File: src/rtl/dram_ref_pkg.sv
package dram_ref_pkg;
  typedef enum logic [1:0] {PH_IDLE, PH_SETUP, PH_LOW, PH_PRE} pulse_ph_t;
  typedef enum logic [1:0] {ST_PAUSE, ST_WARM, ST_RUN} boot_st_t;

  function automatic int ns_to_cyc(input int ns, input int period);
    return (ns + period - 1) / period;
  endfunction

  function automatic int max2(input int a, input int b);
    return (a > b) ? a : b;
  endfunction
endpackage

File: src/rtl/dram_ref_interval.sv
module dram_ref_interval #(
  parameter int INTERVAL_CYC = 1953,
  parameter int PEND_MAX     = 3
) (
  input  logic clk,
  input  logic rst_n,
  input  logic en,
  input  logic take,
  output logic pend_nz
);
  localparam int CW = (INTERVAL_CYC > 1) ? $clog2(INTERVAL_CYC) : 1;
  localparam int PW = $clog2(PEND_MAX + 1);

  logic [CW-1:0] tmr;
  logic [PW-1:0] pend;
  logic          tick;

  assign tick    = en && (tmr == CW'(INTERVAL_CYC - 1));
  assign pend_nz = (pend != '0);

  always_ff @(posedge clk) begin
    if (!rst_n || !en || tick) tmr <= '0;
    else                       tmr <= tmr + 1'b1;
  end

  always_ff @(posedge clk) begin
    if (!rst_n)                                       pend <= '0;
    else if (tick && !take && pend != PW'(PEND_MAX))  pend <= pend + 1'b1;
    else if (take && !tick)                           pend <= pend - 1'b1;
  end


  pend_cap_chk: assert property (@(posedge clk) disable iff (!rst_n)
    pend <= PW'(PEND_MAX));

  tick_leaves_due_chk: assert property (@(posedge clk) disable iff (!rst_n)
    tick |=> pend_nz);

  take_needs_due_chk: assert property (@(posedge clk) disable iff (!rst_n)
    take |-> pend_nz);
endmodule

File: src/rtl/dram_ref_pulse.sv
module dram_ref_pulse
  import dram_ref_pkg::*;
#(
  parameter int SETUP_CYC = 2,
  parameter int LOW_CYC   = 22,
  parameter int PRE_CYC   = 13
) (
  input  logic clk,
  input  logic rst_n,
  input  logic start,
  output logic busy,
  output logic ras_n,
  output logic done
);
  localparam int CW = $clog2(max2(max2(SETUP_CYC, LOW_CYC), PRE_CYC) + 1);

  pulse_ph_t     ph;
  logic [CW-1:0] cnt;

  always_ff @(posedge clk) begin
    if (!rst_n) begin
      ph  <= PH_IDLE;
      cnt <= '0;
    end else begin
      case (ph)
        PH_IDLE:  if (start) begin ph <= PH_SETUP; cnt <= '0; end
        PH_SETUP: if (cnt == CW'(SETUP_CYC - 1)) begin ph <= PH_LOW; cnt <= '0; end
                  else cnt <= cnt + 1'b1;
        PH_LOW:   if (cnt == CW'(LOW_CYC - 1)) begin ph <= PH_PRE; cnt <= '0; end
                  else cnt <= cnt + 1'b1;
        default:  if (cnt == CW'(PRE_CYC - 1)) begin ph <= PH_IDLE; cnt <= '0; end
                  else cnt <= cnt + 1'b1;
      endcase
    end
  end

  assign busy  = (ph != PH_IDLE);
  assign ras_n = (ph != PH_LOW);
  assign done  = (ph == PH_PRE) && (cnt == CW'(PRE_CYC - 1));


  setup_before_fall_chk: assert property (@(posedge clk) disable iff (!rst_n)
    $fell(ras_n) |-> $past(busy));

  pre_after_rise_chk: assert property (@(posedge clk) disable iff (!rst_n)
    $rose(ras_n) |-> busy);

  start_when_idle_chk: assert property (@(posedge clk) disable iff (!rst_n)
    start |-> !busy);
endmodule

File: src/rtl/dram_ref_rowctr.sv
module dram_ref_rowctr #(
  parameter int ROW_W = 7
) (
  input  logic             clk,
  input  logic             rst_n,
  input  logic             adv,
  output logic [ROW_W-1:0] row
);
  always_ff @(posedge clk) begin
    if (!rst_n)   row <= '0;
    else if (adv) row <= row + 1'b1;
  end


  row_step_chk: assert property (@(posedge clk) disable iff (!rst_n)
    adv |=> row == ROW_W'($past(row) + 1'b1));
endmodule

File: src/rtl/dram_refresh_sched.sv
module dram_refresh_sched
  import dram_ref_pkg::*;
#(
  parameter int CLK_PERIOD_NS     = 8,
  parameter int REFRESH_WINDOW_NS = 2_000_000,
  parameter int ROWS              = 128,
  parameter int ADDR_W            = 8,
  parameter int INIT_PAUSE_NS     = 100_000,
  parameter int WARMUP_PULSES     = 8,
  parameter int RAS_LOW_NS        = 170,
  parameter int RAS_PRE_NS        = 100,
  parameter int RAS_CYCLE_NS      = 270,
  parameter int CAS_PRE_NS        = 10,
  parameter int PEND_MAX          = 3
) (
  input  logic              clk,
  input  logic              rst_n,
  input  logic              refresh_gnt,
  output logic              refresh_req,
  output logic              ready,
  output logic              bus_own,
  output logic              ras_n,
  output logic [ADDR_W-1:0] row_addr
);
  localparam int ROW_W        = $clog2(ROWS);
  localparam int INTERVAL_CYC = (REFRESH_WINDOW_NS / ROWS) / CLK_PERIOD_NS;
  localparam int PAUSE_CYC    = max2(ns_to_cyc(INIT_PAUSE_NS, CLK_PERIOD_NS), 1);
  localparam int SETUP_CYC    = max2(ns_to_cyc(CAS_PRE_NS, CLK_PERIOD_NS), 1);
  localparam int PRE_CYC      = max2(ns_to_cyc(RAS_PRE_NS, CLK_PERIOD_NS), 1);
  localparam int LOW_CYC      = max2(ns_to_cyc(RAS_LOW_NS, CLK_PERIOD_NS),
                                     ns_to_cyc(RAS_CYCLE_NS, CLK_PERIOD_NS) - PRE_CYC);
  localparam int PCW          = $clog2(PAUSE_CYC + 1);
  localparam int WCW          = max2($clog2(WARMUP_PULSES), 1);

  boot_st_t         state;
  logic [PCW-1:0]   pause_cnt;
  logic [WCW-1:0]   warm_cnt;
  logic             busy, done, pend_nz, take, start;
  logic [ROW_W-1:0] row;

  always_ff @(posedge clk) begin
    if (!rst_n) begin
      state     <= ST_PAUSE;
      pause_cnt <= '0;
      warm_cnt  <= '0;
    end else begin
      case (state)
        ST_PAUSE: if (pause_cnt == PCW'(PAUSE_CYC - 1)) state <= ST_WARM;
                  else pause_cnt <= pause_cnt + 1'b1;
        ST_WARM:  if (done) begin
                    if (warm_cnt == WCW'(WARMUP_PULSES - 1)) state <= ST_RUN;
                    else warm_cnt <= warm_cnt + 1'b1;
                  end
        default:  state <= ST_RUN;
      endcase
    end
  end

  assign ready       = (state == ST_RUN);
  assign refresh_req = ready && pend_nz && !busy;
  assign take        = refresh_req && refresh_gnt;
  assign start       = take || (state == ST_WARM && !busy);
  assign bus_own     = busy;
  assign row_addr    = {{(ADDR_W - ROW_W){1'b0}}, row};

  dram_ref_interval #(.INTERVAL_CYC(INTERVAL_CYC), .PEND_MAX(PEND_MAX)) u_interval (
    .clk(clk), .rst_n(rst_n), .en(ready), .take(take), .pend_nz(pend_nz));

  dram_ref_pulse #(.SETUP_CYC(SETUP_CYC), .LOW_CYC(LOW_CYC), .PRE_CYC(PRE_CYC)) u_pulse (
    .clk(clk), .rst_n(rst_n), .start(start), .busy(busy), .ras_n(ras_n), .done(done));

  dram_ref_rowctr #(.ROW_W(ROW_W)) u_rowctr (
    .clk(clk), .rst_n(rst_n), .adv(done && ready), .row(row));


  req_hold_chk: assert property (@(posedge clk) disable iff (!rst_n)
    refresh_req && !refresh_gnt |=> refresh_req);

  no_req_early_chk: assert property (@(posedge clk) disable iff (!rst_n)
    !ready |-> !refresh_req);

  ready_sticky_chk: assert property (@(posedge clk) disable iff (!rst_n)
    ready |=> ready);

  addr_steady_chk: assert property (@(posedge clk) disable iff (!rst_n)
    bus_own && $past(bus_own) |-> $stable(row_addr));
endmodule

File: config.mk
export PLATFORM = sky130hd
export DESIGN_NAME = dram_refresh_sched
export DESIGN_NICKNAME = d
export VERILOG_FILES = /design/src/rtl/dram_ref_pkg.sv /design/src/rtl/dram_ref_interval.sv /design/src/rtl/dram_ref_pulse.sv /design/src/rtl/dram_ref_rowctr.sv /design/src/rtl/dram_refresh_sched.sv
export SDC_FILE = /design/constraint.sdc
export NUM_CORES = 1
export LEC_CHECK = 0
export ABC_AREA = 1
export BUFFER_PORTS_ARGS = -buffer_cell sky130_fd_sc_hd__buf_2
export CAP_MARGIN = 20
export CORE_MARGIN = 1.5
export CORE_UTILIZATION = 30
export CTS_BUF_LIST = sky130_fd_sc_hd__clkbuf_2
export DETAILED_ROUTE_END_ITERATION = 16
export PLACE_DENSITY = 0.44
export SLEW_MARGIN = 5
export SYNTH_ARGS = -nofsm -noshare
export SYNTH_HDL_FRONTEND = slang
export SYNTH_SLANG_ARGS = --single-unit
File: constraint.sdc
create_clock -name clk -period 1.7 [get_ports clk]
set_input_delay 0.255 -clock clk [delete_from_list [all_inputs] [get_ports clk]]
set_output_delay 0.255 -clock clk [all_outputs]
set_load 0.1 [all_outputs]
Word-level counts from Yosys, hierarchy flattened
Index checks and enable logic that the tools add are counted.
{ "classes": {"n_addsub": 7, "n_eq_ne": 19, "mux": 16, "bitwise_logic": 2, "reduce_logical": 28} }
{ "op_table": {"columns": ["operator", "count"], "rows": [
  ["5-bit 2-to-1 mux", 4],
  ["2-bit 2-to-1 mux", 9],
  ["5-bit case mux with 3 select lines", 1],
  ["14-bit by 1-bit adder with 14-bit output (second input constant)", 1],
  ["14-bit == test (second input constant)", 1],
  ["2-bit inequality test (second input constant)", 6],
  ["11-bit by 1-bit adder with 11-bit output (second input constant)", 1],
  ["11-bit == test (second input constant)", 1],
  ["1-bit logical AND", 10],
  ["7-bit by 1-bit adder with 7-bit output (second input constant)", 1],
  ["2-bit == test (second input constant)", 3],
  ["2-bit case mux with 3 select lines", 1],
  ["3-bit AND reduction", 2],
  ["2-bit nonzero test", 3],
  ["5-bit by 1-bit adder with 5-bit output (second input constant)", 1],
  ["5-bit by 1-bit == test with 1-bit output (second input constant)", 1],
  ["5-bit by 4-bit == test with 1-bit output (second input constant)", 1],
  ["5-bit == test (second input constant)", 1],
  ["1-bit logical NOT", 5],
  ["2-bit by 1-bit == test with 1-bit output (second input constant)", 2],
  ["2-bit logical NOT", 2],
  ["2-bit by 1-bit inequality test with 1-bit output (second input constant)", 2],
  ["2-bit case mux with 2 select lines", 1],
  ["4-bit AND reduction", 1],
  ["other kinds (8)", 11]
]} }
{ "totals": {"regBits": 46, "in_bits": 3, "output_inout_bits": 12, "elab_cells": 80} }

Longest topological paths before layout
Gate-level depths: netlist of run 1.
{ "logic_depth": {"ltp_word": 8, "ltp_mapped": 11, "mapped_depth_nobuf": 11} }

Modules after synthesis
From an unflattened synthesis of run 1, not the netlist that was laid out.
{ "hier_totals": {"hier_cells": 404, "area_unflattened_um2": 2820.2} }
{ "modules_own_cells": {"columns": ["module", "n_inst", "cells_per_inst", "area_per_inst_um2", "seq_area_each_um2"], "rows": [
  ["dram_refresh_sched", 1, 188, 1260.0, 380.4],
  ["dram_ref_interval", 1, 85, 665.6, 260.2],
  ["dram_ref_pulse", 1, 89, 584.3, 140.1],
  ["dram_ref_rowctr", 1, 42, 310.3, 140.1]
]} }

Worst setup path before layout of run 1
Ideal clock, no wire load.
{ "synth_path": {"path_kind": "reg-to-output", "start": "register u_pulse.ph[0]", "end": "output refresh_req", "arrival_ps": 1911, "required_ps": 1445, "path_slack_ps": -466, "stages_incl_launch_ff": 5, "n_path_buf": 0, "path_cell_list": "dfxtp_1 inv_1 ha_1 nand3_1 nor2_1"} }
{ "synth_via": {"elab_chain_cells": 3} }
{ "synth_rtl": {"columns": ["element", "line_no", "rtl"], "rows": [
  ["from (decl)", "dram_ref_pulse.sv:17", "pulse_ph_t ph;"],
  ["from (signal assigned)", "dram_ref_pulse.sv:22", "ph <= PH_IDLE;"],
  ["from (signal assigned)", "dram_ref_pulse.sv:26", "PH_IDLE: if (start) begin ph <= PH_SETUP; cnt <= '0; end"],
  ["from (signal assigned)", "dram_ref_pulse.sv:27", "PH_SETUP: if (cnt == CW'(SETUP_CYC - 1)) begin ph <= PH_LOW; cnt <= '0; end"],
  ["2-bit nonzero test", "dram_ref_pulse.sv:37", "assign busy = (ph != PH_IDLE);"],
  ["1-bit logical NOT", "dram_refresh_sched.sv:60", "assign refresh_req = ready && pend_nz && !busy;"],
  ["1-bit logical AND", "dram_refresh_sched.sv:60", null],
  ["to (decl)", "dram_refresh_sched.sv:19", "output logic refresh_req,"]
]} }
Every way passes these cells.

Worst setup path in the final report of run 1
{ "layout_path": {"start": "register u_pulse.ph[1]", "end": "output refresh_req"} }
Same word-level chain as after synthesis.

==> flow_summary_export.csv, run 1 <==
group,metric,value,unit
detailed_routing,drt_wl_total,5590,microns
global_route,grt_max_degree,15,
placement,numPortBuffers,13,
power_and_ir_drop,irDropWorstVdd,0.607,mV
global_route,grt_use_total,0.125,
power_and_ir_drop,power_density,1020,nW/um^2
cts,cts_buffers,5,
logic_synthesis,yosysWarnings,0,
setup_path,required,1.44,ns
timing,fmax,585,MHz
run_status,outcome,"finished, violations left",
logic_synthesis,synth.top_cell.area_share,0.348,
detailed_routing,wire_per_inst,10.8,microns
timing,setup_violations,1,
cts,cts_htree_levels,2,
logic_synthesis,avgSynthCellArea,6.84,sq um
global_route,first_global_vias,2240,
floorplan,rows,34,
cts,clkLatencyLatePin,0.42,ns
setup_path,critPathBufInv,2,
placement,place_congestion,0.779,
floorplan,core-area,8640,sq um
setup_path,cpLargestDelayFamily,"flip-flops",
timing,drv_slew,0,
cells_and_area,final_layout_size_suffix_gt1_frac,0.204,
logic_synthesis,syn_inst,387,
cells_and_area,area_growth,16.1,%
placement,dp.cells,506,
global_route,grt-ovfl-total,0,
floorplan,dieWidth,96.9,microns
cells_and_area,stdcell_area,3070,sq um
logic_synthesis,synthArstFlopShare,0,
detailed_routing,via_per_inst,4.50,
min_path,hold_path_class,"input pin to flop",
cts,path_clk_slew,0.26,ns
logic_synthesis,synth_area,2650,sq um
timing,hold_viol,0,
detailed_routing,ant_nets,0,
cts,clock_path_buffers,2,
setup_path,slowest_delay,0.39,ns
detailed_routing,vias,2334,
cells_and_area,n_antenna_cell,0,
setup_path,arrival,1.45,ns
logic_synthesis,synth_enable_flop_cells,0,
cells_and_area,nets,426,
placement,pre_cts_ws,0.109,ns
logic_synthesis,synthFlopType,"dfxtp_1",
floorplan,dieHeight,96.9,microns
timing,rsz0062_at_grt,"yes",
timing,fin_crit,1.71,ns
placement,place_hpwl,4150,microns
logic_synthesis,ys_ff_latch,46,
floorplan,ios,15,
global_route,antenna_found_initial,0,
setup_path,cp_slowest_cell,"dfxtp_2",
detailed_routing,drtPass1Iterations,4,
cts,cts_tree,"done",
detailed_routing,drtIter0Drc,43,
timing,fin_crit_sh,1.01,
run_status,violations,"negative setup slack",
setup_path,cp_cell_sequence,"inv_2, ha_4, nand3_4, nor2_4, buf_12",
setup_path,critical_path.max_fanout,3,
logic_synthesis,syn_nets,403,
logic_synthesis,seq_area_frac_synth,0.348,
logic_synthesis,synthTopCellsByArea,"dfxtp_1 35%, nand2_1 14%, nor2_1 8.8%, ha_1 6.1%, inv_1 6.0%",
floorplan,dieArea,9400,sq um
placement,place_area,2900,sq um
timing,setup_slack,-0.00890,ns
setup_path,end_kind,"output port",
global_route,grt_first_pass_wirelength,9820,microns
cells_and_area,final_util,0.356,
power_and_ir_drop,p_leak,1.18,nW
run,max-cap-violations,0,
detailed_routing,drc,0,
power_and_ir_drop,total_power,3.12,mW
cells_and_area,final_cells,519,
setup_path,critPathLaunchType,"flop",
logic_synthesis,synth_cell_types,30,
setup_path,criticalPathCategory,"flop to output port",
timing,finClkSkew,0.0257,ns
cts,clock_sinks,46,
floorplan,start_util,0.307,
logic_synthesis,synth_top_area_cell,"dfxtp_1",
cts,root_buffer,"clkbuf_2",
==> power by group <==
group          internal, mW  switching [mW]
registers              1.17          0.0911
logic                 0.441           0.949
clock network        0.0939           0.382
==> stage by stage <==
| step | TNS, ns | hold slack (ns) |
|---|---|---|
| after floorplan | -1.19 | 0.386 |
| after CTS | -0.0986 | 0.0215 |
| final | -0.00890 | 0.271 |
| after detailed placement | 0 | 0.456 |
| after global placement | 0 | 0.448 |
| after global routing | -0.271 | 0.279 |
==> cell families after synthesis <==
family / share of synthesized area
AOI/OAI and AO/OA: 0.0851
xor gates and xnor gates: 0.0430
adders and majority gates: 0.0614
buffers and inverters: 0.0865
DFF: 0.348
other: 0.00142
and+or+nand+nor: 0.375
==> final cells by class <==
| type | count | area [sq um] |
|---|---|---|
| Clock buffer | 5 | 25.0 |
| Clock inverter | 3 | 16.3 |
| Tap cell | 108 | 135 |
| Multi-Input combinational cell | 288 | 1580 |
| Inverter | 45 | 184 |
| Fill cell | 974 | 5560 |
| Sequential cell | 46 | 935 |
| Timing Repair Buffer | 24 | 196 |
==> tightest hold or removal path, delay by kind of cell <==
kind	cells	cell delay, ns
AND/OR/NAND/NOR	3	0.20
buffers and inverters	2	0.17
AO/OA/AOI/OAI	1	0.07
==> layer usage <==
| metal | wire length (microns) | GRT usage | up-vias |
|---|---|---|---|
| met5 | 0 | 0 | - |
| met2 | 2420 | 0.208 | 21 |
| li1 | - | - | 1270 |
| met4 | 73 | 0.0412 | 0 |
| met3 | 134 | 0.0238 | 6 |
| met1 | 2960 | 0.163 | 1037 |
==> flip-flops by register name, summed over array words and instances, names as in the netlist <==
register         cells
pause_cnt           14
u_interval.pend      2
u_rowctr.row         7
state                2
warm_cnt             3
u_pulse.ph           2
u_pulse.cnt          5
u_interval.tmr      11
==> path summary, 6_finish.rpt <==
kind / start / to / slack (ns) / depth (start not counted)
min reg2reg: u_interval.tmr[10]$_SDFF_PP0_ / u_interval.tmr[10]$_SDFF_PP0_ / 0.49 / 2
max reg2reg: u_pulse.ph[1]$_SDFFE_PN0P_ / u_pulse.ph[0]$_SDFFE_PN0P_ / 0.06 / 11
min: refresh_gnt / u_interval.pend[0]$_SDFFE_PN0P_ / 0.27 / 6
max: u_pulse.ph[1]$_SDFFE_PN0P_ / refresh_req / -0.009 / 5
==> layout by cell type (no fill, tap or decap), types with 2 or more instances in the layout <==
cell type and count:
ha_1 10, nand3b_1 2, nor2_2 2, buf_4 10, clkbuf_2 5, a21oi_1 18, inv_1 36, ha_4 2
nor3_2 2, inv_4 3, xor2_1 8, nand2_2 3, nand3_2 4, dfxtp_1 35, nor2_1 59, nor2_4 6
dfxtp_2 11, buf_12 2, buf_2 9, xnor2_1 5, nor3_1 3, a21oi_2 9, inv_2 4, o21ai_0 10
nand3_1 29, nand2_4 3, clkinvlp_4 3, nand2_1 96, nand4_1 10
==> synthesized netlist by cell type, types with 3 or more instances <==
cell type  instances
a21oi_1           18
a21oi_2            9
buf_6              3
clkbuf_1           3
dfxtp_1           46
ha_1              13
inv_1             42
nand2_1           97
nand2_2            4
nand3_1           30
nand3_2            4
nand4_1           10
nor2_1            62
nor2_4             3
nor3_1             5
o21ai_0           10
xnor2_1            5
xor2_1             8
==> repair_timing <==
| item | in CTS | in global routing |
|---|---|---|
| setup endpoints to repair | 4 | 14 |
| resized for setup | 9 | 18 |
| endpoints found under the hold margin | 0 | 1 |
| pin swaps | 2 | 5 |
| setup buffers | 4 | 0 |
| hold buffers | 0 | 1 |
Power figures use the tool's default switching activity.
==> run 2: changes to the inputs <==
--- a/config.mk
+++ b/config.mk
@@ -8,7 +8,7 @@
 export ABC_AREA = 1
 export BUFFER_PORTS_ARGS = -buffer_cell sky130_fd_sc_hd__buf_2
 export CAP_MARGIN = 20
-export CORE_MARGIN = 1.5
+export CORE_MARGIN = 2
 export CORE_UTILIZATION = 30
 export CTS_BUF_LIST = sky130_fd_sc_hd__clkbuf_2
 export DETAILED_ROUTE_END_ITERATION = 16
==> run 2 against run 1 <==
Compared with the run above: the flow still finishes with violations (negative setup slack); maximum frequency is 0.19% higher; sequential share of layout area is 0.087 points higher; final area is 0.28% lower; cell count is 0.58% lower; total power is 9.1% higher; combinational power hardly changed.
==> flow_summary_export.csv, run 2 (same netlist as run 1, synthesis figures left out) <==
group,metric,value,unit
cells_and_area,nets,423,
floorplan,core-area,8640,sq um
cells_and_area,fill_cells,957,
detailed_routing,drtIter0Drc,67,
cells_and_area,final_layout_size_suffix_gt1_frac,0.196,
placement,place_congestion,0.832,
timing,drv_slew,0,
floorplan,start_util,0.307,
cells_and_area,n_antenna_cell,0,
detailed_routing,drtPass1Iterations,5,
run_status,outcome,"finished, violations left",
power_and_ir_drop,irDropWorstVdd,0.572,mV
timing,setup_violations,1,
placement,place_hpwl,4050,microns
timing,fin_crit,1.71,ns
setup_path,critPathLaunchType,"flop",
floorplan,dieHeight,97.9,microns
cts,cts_hold_repair.buffers,0,
cts,cts_htree_levels,2,
global_route,grt_use_total,0.118,
floorplan,ios,15,
timing,rsz0062_at_grt,"yes",
cells_and_area,final_common_cell,"nand2_1",
cells_and_area,area_growth,15.8,%
timing,setup_slack,-0.00572,ns
detailed_routing,vias,2332,
cts,clkLatencyLatePin,0.44,ns
floorplan,rows,34,
cts,root_buffer,"clkbuf_2",
setup_path,criticalPathCategory,"flop to output port",
setup_path,arrival,1.45,ns
placement,numPortBuffers,13,
detailed_routing,wire_per_inst,10.6,microns
placement,pre_cts_ws,0.110,ns
floorplan,dieWidth,97.9,microns
cts,path_clk_slew,0.28,ns
run,max-cap-violations,0,
cells_and_area,reg.largest.list,"pause_cnt x14, u_interval.tmr x11, u_rowctr.row x7",
run_status,violations,"negative setup slack",
global_route,first_global_vias,2122,
cts,cts_buffers,5,
global_route,grt-ovfl-total,0,
global_route,grt_max_degree,16,
cells_and_area,largest-register,"pause_cnt",
power_and_ir_drop,total_power,3.41,mW
cts,clock_path_buffers,2,
min_path,hold_path_class,"input pin to flop",
detailed_routing,ant_nets,0,
power_and_ir_drop,p_leak,1.17,nW
setup_path,end_kind,"output port",
cts,clock_sinks,46,
detailed_routing,drt_wl_total,5470,microns
setup_path,slowest_delay,0.39,ns
setup_path,cp_cell_sequence,"inv_2, ha_4, nand3_4, nor2_4, buf_12",
timing,fin_crit_sh,1.00,
setup_path,required,1.44,ns
cells_and_area,final_cell_mix,"95 x nand2_1, 59 x nor2_1, 38 x inv_1",
global_route,antenna_found_initial,0,
setup_path,cp_slowest_cell,"dfxtp_2",
timing,hold_viol,0,
detailed_routing,via_per_inst,4.52,
cts,cts_tree,"done",
timing,fmax,586,MHz
setup_path,critical_path.max_fanout,3,
global_route,grt_first_pass_wirelength,9480,microns
floorplan,dieArea,9590,sq um
timing,finClkSkew,0.0267,ns
power_and_ir_drop,power_density,1110,nW/um^2
detailed_routing,drc,0,
cells_and_area,largest_reg_flops,14,
[run 2: cell count changes in the layout (fill, tap and decap cells not counted), moves of 2 or more]
cell	delta
nand2_2	+2
bufinv_16	+2
inv_1	+2
nor3_2	-2
buf_4	-2
nor3_1	+2
inv_4	-2
[run 2: path summary, 6_finish.rpt]
kind	from	endpoint	slack, ns	depth (start not counted)
worst min-delay path	rst_n	u_interval.pend[0]$_SDFFE_PN0P_	0.08	3
worst max register to register	u_pulse.ph[1]$_SDFFE_PN0P_	u_pulse.cnt[4]$_SDFFE_PN0P_	0.08	11
worst min register to register	u_interval.tmr[0]$_SDFF_PP0_	u_interval.tmr[0]$_SDFF_PP0_	0.49	1
worst max-delay path	u_pulse.ph[1]$_SDFFE_PN0P_	refresh_req	-0.006	5
[run 2: final cells by class]
cell class | count | area (sq um) | share of cell area
Clock buffer | 5 | 25.0 | 0.00816
Multi-Input combinational cell | 288 | 1560 | 0.507
Sequential cell | 46 | 935 | 0.305
Timing Repair Buffer | 21 | 168 | 0.0547
Tap cell | 108 | 135 | 0.0441
Clock inverter | 3 | 68.8 | 0.0224
Inverter | 45 | 179 | 0.0584
[run 2: per-stage QoR]
step | TNS [ns] | area (sq um) | util | cells | hold slack (ns)
final | -0.00572 | 3070 | 0.355 | 516 | 0.0750
after global placement | 0 | 2890 | 0.335 | 505 | 0.448
after detailed placement | 0 | 2890 | 0.335 | 505 | 0.456
after CTS | -0.176 | 3040 | 0.352 | 516 | 0.0299
after global routing | -0.466 | 3070 | 0.355 | 516 | 0.0523
after floorplan | -1.19 | 2680 | - | 387 | 0.386
[run 2: power breakdown]
group          switching [mW]  internal [mW]  total [mW]
Combinational           0.939          0.421        1.36
Sequential             0.0867           1.17        1.26
Clock                   0.395          0.398       0.794
[run 2: layer usage]
metal / up-vias / track usage / routed length, microns
li1: 1263 / - / -
met5: - / 0 / 0
met2: 21 / 0.192 / 2420
met4: 0 / 0.0427 / 63
met1: 1042 / 0.155 / 2860
met3: 6 / 0.0236 / 123
[run 2: worst max-delay path: cells and delay by family, from the launching register on]
family                   cells  cell delay [ns]
AND/OR/NAND/NOR              2             0.20
flip-flops                   1             0.39
buffers and inverters        2             0.25
adder cells (fa/ha/maj)      1             0.17
[run 2: timing repair]
action                                 in CTS  in global routing
pin swaps                                   2                  2
setup endpoints to repair                   4                 22
gates resized for setup                     9                 10
endpoints found under the hold margin       0                  0
setup buffers                               3                  0
==> run 3: changes to the inputs <==
--- a/config.mk
+++ b/config.mk
@@ -17,3 +17,4 @@
 export SYNTH_ARGS = -nofsm -noshare
 export SYNTH_HDL_FRONTEND = slang
 export SYNTH_SLANG_ARGS = --single-unit
+export TNS_END_PERCENT = 20
==> run 3 against run 2 <==
Compared with the run above: the flow still finishes with violations (negative setup slack); non-clock buffer count increased by 3; sequential share of layout area about the same; die area unchanged; critical path depth unchanged; sequential power about the same; total power decreased by 7.3%; sequential cell count unchanged; register-to-register slack improved by 0.05 ns; first-iteration DRC count decreased by 33%; highest routed layer unchanged.
==> flow_summary_export.csv, run 3 (same netlist as run 1, synthesis figures left out) <==
group,metric,value,unit
run_status,outcome,"finished, violations left",
run_status,violations,"negative setup slack",
cells_and_area,largest-register,"pause_cnt",
run,max-cap-violations,0,
setup_path,slowest_delay,0.40,ns
setup_path,critical_path.max_fanout,4,
cells_and_area,final_layout_size_suffix_gt1_frac,0.182,
timing,setup_slack,-0.00733,ns
cells_and_area,largest_reg_flops,14,
cts,cts_htree_levels,2,
global_route,grt_use_met2,0.207,
setup_path,arrival,1.45,ns
cells_and_area,final_cell_mix,"97 x nand2_1, 58 x nor2_1, 41 x dfxtp_1",
timing,finClkSkew,0.0197,ns
cells_and_area,area_growth,15.0,%
placement,place_area,2910,sq um
global_route,grt_first_pass_wirelength,10100,microns
cts,path_clk_slew,0.27,ns
power_and_ir_drop,p_leak,1.16,nW
cts,clock_path_buffers,2,
timing,fin_crit_sh,1.00,
setup_path,critPathBufInv,2,
cts,clock_sinks,46,
timing,fmax,586,MHz
setup_path,rr_startpoint,"u_pulse.cnt[0]$_SDFFE_PN0P_",
global_route,grt-ovfl-total,0,
setup_path,cpLargestDelayFamily,"flip-flops",
placement,place_congestion,0.785,
floorplan,ios,15,
setup_path,rr_worst_depth,11,
cts,cts_buffers,5,
global_route,busiest_layer,"met2",
floorplan,core-area,8640,sq um
cells_and_area,reg.largest.list,"pause_cnt x14, u_interval.tmr x11, u_rowctr.row x7",
timing,holdWs,0.0971,ns
timing,hold_viol,0,
detailed_routing,wire_per_inst,11.2,microns
cells_and_area,nets,426,
setup_path,required,1.44,ns
floorplan,dieArea,9590,sq um
detailed_routing,vias,2334,
setup_path,r2r_slack,0.13,ns
cells_and_area,fill_cells,962,
cells_and_area,final_common_cell,"nand2_1",
cts,clkLatencyLatePin,0.44,ns
detailed_routing,ant_nets,0,
placement,numPortBuffers,13,
global_route,first_global_vias,2152,
setup_path,cp_cell_sequence,"inv_2, ha_4, nand3_4, nor2_4, buf_12",
placement,pre_cts_ws,0.131,ns
placement,place_hpwl,4360,microns
timing,rsz0062_at_grt,"yes",
timing,setup_violations,2,
min_path,hp-start,"rst_n",
setup_path,cp_slowest_cell,"dfxtp_2",
cts,cts_tree,"done",
power_and_ir_drop,power_density,1040,nW/um^2
setup_path,worstReg2RegEnd,"u_rowctr.row[6]$_SDFFE_PN0P_",
timing,fin_crit,1.71,ns
floorplan,rows,34,
global_route,grt_max_degree,16,
detailed_routing,drtIter0Drc,45,
timing,drv_slew,0,
floorplan,start_util,0.307,
detailed_routing,drc,0,
min_path,hold_depth,3,
global_route,use_met3,0.0229,
cells_and_area,stdcell_area,3050,sq um
min_path,hold_end,"pause_cnt[0]$_SDFFE_PN0P_",
cells_and_area,final_util,0.353,
floorplan,dieHeight,97.9,microns
setup_path,critPathLaunchType,"flop",
floorplan,dieWidth,97.9,microns
global_route,grt_use_total,0.127,
min_path,hold_path_class,"input pin to flop",
setup_path,end_kind,"output port",
detailed_routing,drt_wl_total,5820,microns
setup_path,path_depth,5,
detailed_routing,drtPass1Iterations,4,
power_and_ir_drop,irDropWorstVdd,0.495,mV
global_route,antenna_found_initial,0,
cells_and_area,n_antenna_cell,0,
setup_path,criticalPathCategory,"flop to output port",
detailed_routing,via_per_inst,4.50,
global_route,use_met1,0.172,
cts,root_buffer,"clkbuf_2",
[run 3: worst max path at each step]
stage                                from                          end  slack [ns]
2_1_floorplan  u_pulse.ph[1]$_SDFFE_PN0P_   u_pulse.ph[1]$_SDFFE_PN0P_       -0.19
3_3_place_gp   u_pulse.ph[1]$_SDFFE_PN0P_  u_pulse.cnt[2]$_SDFFE_PN0P_        0.13
3_5_place_dp   u_pulse.ph[0]$_SDFFE_PN0P_   u_pulse.ph[0]$_SDFFE_PN0P_        0.13
4_1_cts        u_pulse.ph[1]$_SDFFE_PN0P_                  refresh_req       -0.06
5_1_grt        u_pulse.ph[1]$_SDFFE_PN0P_                  refresh_req       -0.09
6_report       u_pulse.ph[1]$_SDFFE_PN0P_                  refresh_req      -0.007
[run 3: worst min-delay path: stages]
cell and delay, ns:
buf_2 0.17, nand2_1 0.09, nor2_1 0.03
[run 3: repair_timing]
action	in CTS	in global routing
setup buffers	2	1
hold buffers	0	0
endpoints found under the setup margin	4	27
pin swaps	2	2
resized for setup	8	10
[run 3: layer usage]
| metal | part of all wire | vias to the layer above |
|---|---|---|
| li1 | - | 1267 |
| met1 | 0.51 | 1050 |
| met2 | 0.46 | 12 |
| met3 | 0.020 | 5 |
| met4 | 0.013 | 0 |
| met5 | 0 | - |
[run 3: where the power goes]
| part | switching (mW) | total, mW | leakage [nW] | internal, mW |
|---|---|---|---|---|
| Clock | 0.397 | 0.499 | 0.0289 | 0.101 |
| Combinational | 0.956 | 1.40 | 0.758 | 0.448 |
| Sequential | 0.0904 | 1.26 | 0.373 | 1.17 |
| Total | 1.44 | 3.16 | 1.16 | 1.72 |
[run 3: cell type report]
cell class,count,area (sq um),area share
clock buffers,5,25.0,0.00822
clock inverters,3,21.3,0.00698
inverters,45,179,0.0588
multi-input cells,288,1560,0.513
flip-flops and latches,46,927,0.304
well taps,108,135,0.0444
repair buffers,24,196,0.0645
[run 3: per-stage QoR]
| step | power [mW] | cells | TNS [ns] |
|---|---|---|---|
| after floorplan | 2.32 | 387 | -1.68 |
| after global placement | 2.53 | 508 | 0 |
| after detailed placement | 2.52 | 508 | 0 |
| after CTS | 3.13 | 518 | -0.106 |
| after global routing | 3.42 | 519 | -0.275 |
| final | 3.16 | 519 | -0.00956 |
